`src/rtl/tlb_pid_flush_scan.sv`:
```
module tlb_pid_flush_scan #(
  parameter int UNITS      = 2,
  parameter int SETS       = 4,
  parameter int IDXS       = 16,
  parameter int REQ_W      = 32,
  parameter int PID_W      = 8,
  parameter int WORD_W     = 32,
  parameter int PAGE_SHIFT = 13,
  parameter int LIVE_BIT   = 3,
  parameter int SHARE_BIT  = 4
) (
  input  logic                      clk,
  input  logic                      rst_n,
  input  logic                      start_i,
  input  logic [REQ_W-1:0]          req_pid_i,
  output logic                      busy_o,
  output logic                      done_o,
  output logic                      rd_en_o,
  output logic [$clog2(UNITS)-1:0]  rd_unit_o,
  output logic [$clog2(SETS)-1:0]   rd_set_o,
  output logic [$clog2(IDXS)-1:0]   rd_idx_o,
  input  logic [WORD_W-1:0]         rd_hi_i,
  input  logic [WORD_W-1:0]         rd_lo_i,
  output logic                      page_valid_o,
  input  logic                      page_ready_i,
  output logic [WORD_W-1:0]         page_addr_o
);
  localparam int UNIT_W = $clog2(UNITS);
  localparam int SET_W  = $clog2(SETS);
  localparam int IDX_W  = $clog2(IDXS);
  localparam int CNT_W  = UNIT_W + SET_W + IDX_W;
  localparam int TOTAL  = UNITS * SETS * IDXS;
  localparam int VPN_W  = WORD_W - PAGE_SHIFT;

  typedef enum logic [2:0] {S_IDLE, S_READ, S_CHECK, S_EMIT, S_DONE} state_t;

  state_t             state_q;
  logic [CNT_W-1:0]   pos_q;
  logic [PID_W-1:0]   pid_q;
  logic [VPN_W-1:0]   vpn_q;
  logic               last_w;
  logic               hit_w;

  assign last_w = (pos_q == CNT_W'(TOTAL - 1));
  assign hit_w  = rd_lo_i[LIVE_BIT] && !rd_lo_i[SHARE_BIT] &&
                  (rd_hi_i[PID_W-1:0] == pid_q);

  assign busy_o       = (state_q != S_IDLE);
  assign done_o       = (state_q == S_DONE);
  assign rd_en_o      = (state_q == S_READ);
  assign page_valid_o = (state_q == S_EMIT);
  assign page_addr_o  = {vpn_q, {PAGE_SHIFT{1'b0}}};
  assign rd_idx_o     = pos_q[IDX_W-1:0];
  assign rd_set_o     = pos_q[IDX_W +: SET_W];
  assign rd_unit_o    = pos_q[IDX_W+SET_W +: UNIT_W];

  always_ff @(posedge clk) begin
    if (!rst_n) begin
      state_q <= S_IDLE;
      pos_q   <= '0;
      pid_q   <= '0;
      vpn_q   <= '0;
    end else begin
      case (state_q)
        S_IDLE: if (start_i) begin
          pid_q   <= req_pid_i[PID_W-1:0];
          pos_q   <= '0;
          state_q <= S_READ;
        end
        S_READ: state_q <= S_CHECK;
        S_CHECK: begin
          if (hit_w) begin
            vpn_q   <= rd_hi_i[WORD_W-1:PAGE_SHIFT];
            state_q <= S_EMIT;
          end else if (last_w) begin
            state_q <= S_DONE;
          end else begin
            pos_q   <= pos_q + 1'b1;
            state_q <= S_READ;
          end
        end
        S_EMIT: if (page_ready_i) begin
          if (last_w) begin
            state_q <= S_DONE;
          end else begin
            pos_q   <= pos_q + 1'b1;
            state_q <= S_READ;
          end
        end
        default: state_q <= S_IDLE;
      endcase
    end
  end
endmodule


```
`config.mk`:
```
export PLATFORM = sky130hd
export DESIGN_NAME = tlb_pid_flush_scan
export DESIGN_NICKNAME = d
export VERILOG_FILES = /design/src/rtl/tlb_pid_flush_scan.sv
export SDC_FILE = /design/constraint.sdc
export NUM_CORES = 1
export LEC_CHECK = 0
export ABC_AREA = 0
export BUFFER_PORTS_ARGS = -buffer_cell sky130_fd_sc_hd__buf_2
export CORE_MARGIN = 2
export CORE_UTILIZATION = 40
export DETAILED_ROUTE_END_ITERATION = 7
export PLACE_DENSITY_LB_ADDON = 0.05
export RECOVER_POWER = 100
export SLEW_MARGIN = 20
export SYNTH_ARGS = -nofsm -noshare
export SYNTH_HDL_FRONTEND = slang
export SYNTH_SLANG_ARGS = --single-unit
export TNS_END_PERCENT = 10
```
`constraint.sdc`:
```
create_clock -name clk -period 2 [get_ports clk]
set_input_delay 0.2 -clock clk [delete_from_list [all_inputs] [get_ports clk]]
set_output_delay 0.2 -clock clk [all_outputs]
set_load 0.02 [all_outputs]
```
Yosys cells after proc, flatten, opt, wreduce, memory -nomap -nowiden
Cells that the tools add are included.
- divide/modulo/power cells: 0
- bitwise gates (word level): 0
- eq/ne operators: 9
- shift-type cells: 0
- mux-type cells: 10
- reduce and logical (&&, ||, !) cells: 10
- $mul: 0
- add/sub/neg operators: 1
- $lt $le $gt $ge: 0
- operators by type and width (cell ; count):
    $mux W7 ; 4
    $pmux W7 S3 ; 1
    $mux W3 ; 4
    $pmux W3 S4 ; 1
    $eq A8 B8 Y1 ; 1
    $add A7 B1 Y7 const B ; 1
    $eq A7 B7 Y1 const B ; 1
    $eq A3 B2 Y1 const B ; 2
    $reduce_and A2 Y1 ; 3
    $reduce_bool A3 Y1 ; 2
    $ne A2 B2 Y1 const B ; 2
    $reduce_and A4 Y1 ; 1
    $eq A3 B1 Y1 const B ; 1
    $eq A3 B3 Y1 const B ; 1
    $logic_not A3 Y1 ; 1
    $logic_and A1 B1 Y1 ; 2
    $ne A2 B1 Y1 const B ; 1
    $logic_not A1 Y1 ; 1
- bits in latches: 0
- memories kept: 0
- bits in read-only memories: 0
- output and inout port bits: 43
- bits of input ports: 100
- flip-flop bits (word level): 37
- bits in writable memories: 0

Longest topological paths before layout
- depth after elaboration: 5
- mapped depth: 7

Worst setup path before layout
No wires, ideal clock.
- path kind: reg2reg
- start: register pos_q[0]
- end: register pos_q[3]
- stages on the path, launching flop included: 7
- data required time: 1934 ps
- data arrival time: 1784 ps
- clock period less this slack: 1851 ps
- path slack: 149 ps
- cell sequence: dfxtp_1 -> ha_1 -> nand3_1 -> o221ai_2 -> a21o_4 -> or4_4 -> a21oi_2
- cells in the longest elaborated chain, start to end: 4
- elaborated cells on any way between the ends: 6
- RTL lines (what ; RTL line ; RTL):
    start, declared ; 38 ; logic [CNT_W-1:0] pos_q;
    start signal, assigned ; 78 ; pos_q <= pos_q + 1'b1;
    start signal, assigned ; 86 ; pos_q <= pos_q + 1'b1;
    $add A7 B1 Y7 or $eq A7 B7 Y1 (tied branches) ; 78, 86, 44 ;
    $mux W7 * ; 75, 83 ;
    $mux W7 (on tied branches) ; 82, 72 ;
    $pmux W7 S3 * ; 64 ; case (state_q)
Mark *: on every way between the ends. The rest lies on a longest branch, timed or not. The select of a mux whose other input is x is not followed.
A chain may end at the register's enable or synchronous reset.

Final worst setup path
- start: register pos_q[1]
- end: register pos_q[3]
Same word-level chain as after synthesis.

==> reports/qor.txt <==
worst-margin pin slew -> 0.6019 ns
Final Hold Slack -> 0.1551 ns
vias in the first global route -> 1507
cell row count -> 25
H-tree depth -> 2
crit path capture type -> flip-flop
Synthesis Warnings -> 0
vias -> 1594
All-Layer GR Usage -> 15.76%
RR Startpoint -> pos_q[1]
Critical Path AT -> 2.04 ns
max-cap violations -> 0
Setup Buffers After CTS -> 0
Worst path max stage delay -> 0.54 ns
number of synthesized register bits -> 37
Top Ports -> 143
Mapped Avg Cell Area -> 9.057 um2
crit path cell chain -> ha_1, nand3_1, o221ai_2, a21o_1, or4_4, a21oi_2
PwrDens -> 722.3 mW/mm2
clock-pin slew on the worst setup and hold paths -> 0.07 ns
register area -> 740.7 um2
fin. max-slew vios -> 0
WL/cell -> 11.81 um
most common flop cell mapped by yosys -> dfxtp_1
total core area -> 0.004692 mm2
post-synthesis cell count -> 214
1st-pass router iterations -> 4
minimum clock period after layout -> 1.823 ns
routability cong. -> 0.7215
worst hold path type -> in2reg
total of fill cells in the finished design -> 489
WP data required -> 2.21 ns
die area -> 0.005418 mm2
final hold viol count -> 0
clock root buffer -> clkbuf_8
Synth async-reset ratio -> 0%
worst min-delay path startpoint -> rd_hi_i[18]
CP Launch Point -> pos_q[1]
Worst IR Drop VDD -> 0.3940 mV
Worst Path Buf+Inv -> 0
DRC -> 0
Crit path max-delay family -> simple AND/OR/NAND/NOR gates
setup repair after global routing missed its margin -> no
reg2reg setup slack -> 0.18 ns
clock tree buffer depth -> 2
mapped cell area -> 0.001938 mm2
DPL Wire Length -> 2879 um
Area Overhead vs Synth -> 18.46%
clock sink total -> 37
crit path to -> pos_q[3]
Final Net Count -> 385
remaining global-route overflow -> 0
die height -> 73.61 um
vias per cell -> 4.702
area of the multi-input gates -> 989.7 um2
# setup viols final -> 0
Peak Freq -> 0.5485 GHz
crit path max fanout -> 10
share of layout cells above drive strength 1 -> 28.77%
largest net degree at the start of global routing -> 33
Initial Utilization -> 41.31%
first-pass GRT wire length -> 6679 um
crit path kind -> reg2reg
relative slew slack -> 59.87%
drt initial violations -> 69
cell count along the critical path -> 6
ANT cells -> 0
post-CTS resize count -> 0
Critical Path Start Type -> flip-flop
status -> finished, final reports clean
remaining antenna violation count after routing -> 0
Worst path slowest cell -> or4_4
Die X -> 73.61 um
hold depth -> 3
cts hold-fix bufs -> 0
Layout Skew -> 0.003758 ns
Synth cell types -> 44
Port-buffer cells -> 70
clk_lat worst skew -> 0.28 ns
P_leak -> 0.0008803 uW
FF-to-FF End -> pos_q[3]
final wirelength -> 4003 um
fin area -> 0.002296 mm2
CTS tree -> built
FF-to-FF path depth -> 6
final setup TNS -> 0 ns
Final Cycle Share -> 91.15%
post-synthesis sequential area ratio -> 38.22%
Post-synth EDFFs -> 0
initial antenna violation count -> 0
Placed Instance Area -> 0.002282 mm2
CTS buffer count -> 5
==> tightest hold or removal path: cells and delay by family <==
family | cells | cell delay, ns
AOI/OAI and AO/OA | 1 | 0.04
and+or+nand+nor | 1 | 0.05
buffers and inverters | 1 | 0.10
==> how the worst min path moves through the flow <==
stage / slack [ns] / end
5_1_grt: 0.15 / vpn_q[5]
6_report: 0.16 / vpn_q[5]
3_5_place_dp: 0.45 / vpn_q[4]
2_1_floorplan: 0.33 / vpn_q[0]
4_1_cts: 0.14 / vpn_q[5]
3_3_place_gp: 0.44 / vpn_q[2]
==> cell type report <==
class	instances	area share (%)
tap	54	2.943
timing repair buffer	75	16.13
inverter	3	0.4905
clock buffer	7	3.760
sequential	37	32.26
clock inverter	1	1.308
multi-input combinational	162	43.11
==> routing by layer <==
metal  part of all wire, %  wire (um)  GRT usage [%]  vias up
li1                      -          -              -      835
met2                    45       1819          24.50       55
met4                  0.47         19          4.242        0
met5                     0          0              0        -
met1                    47       1878          20.95      702
met3                   7.1        286          5.213        2
==> cells in the mapped netlist (all sizes together) (4+ instances only) <==
master,n,share of area (%)
a21oi,7,2.2
nor2,6,1.4
nand3,5,1.3
buf,17,7.9
a21boi,28,15
clkbuf,7,1.4
dfxtp,37,38
xor2,8,3.6
nor3,4,1.0
nand2,59,14
==> logic make-up (layout without fill, tap and decap cells) <==
kind of cell	after synthesis	count (layout)	synth area share, %
other cells	1	13	0.1935
compound gates	48	48	22.27
flops	37	37	38.22
simple gates	92	92	25.11
buf+inv	27	86	9.941
fa+ha+maj	1	1	0.6455
xor+xnor	8	8	3.615
==> stage by stage <==
stage	util (%)	std cells	total power, uW	worst slack, ns
6_report	48.93	339	1658	0.1770
5_1_grt	48.93	339	1740	0.05769
4_1_cts	51.12	339	1700	0.2053
3_5_place_dp	48.64	331	1032	0.2317
3_3_place_gp	48.64	331	1033	0.2188
2_1_floorplan	-	226	964.8	0.1494
==> cells in the final DEF (no fill, tap or decap), types with 2 or more instances in the layout <==
| cell type | netlist | final |
|---|---|---|
| o31ai_1 | 3 | 3 |
| conb_1 | 1 | 13 |
| clkbuf_1 | 6 | 31 |
| or3_1 | 2 | 2 |
| clkbuf_8 | 0 | 6 |
| buf_2 | 1 | 42 |
| xor2_1 | 8 | 8 |
| nor2_1 | 4 | 5 |
| nand3_1 | 5 | 5 |
| a21boi_0 | 3 | 13 |
| a21oi_2 | 2 | 2 |
| o21ai_0 | 2 | 2 |
| nand4_1 | 2 | 2 |
| nor2b_1 | 3 | 3 |
| nor3_1 | 4 | 4 |
| a21boi_1 | 6 | 2 |
| nand2_1 | 39 | 50 |
| inv_1 | 3 | 3 |
| a21boi_2 | 19 | 13 |
| a21oi_1 | 5 | 5 |
| dfxtp_1 | 37 | 37 |
| nand2_2 | 20 | 9 |
| or4_1 | 2 | 2 |
| buf_12 | 2 | 2 |
| and2_1 | 2 | 2 |
==> where the power goes <==
part           internal [uW]  switching [uW]  total [uW]
clock                    406             252         658
sequential               756            18.7         775
combinational           89.3             136         225
total                   1250             406        1660
==> state kept, by name (all words and copies together), names as in the netlist <==
register and flops:
vpn_q 19, pid_q 8, state_q 3, pos_q 7
No activity file was read; power rests on OpenSTA's default activity.
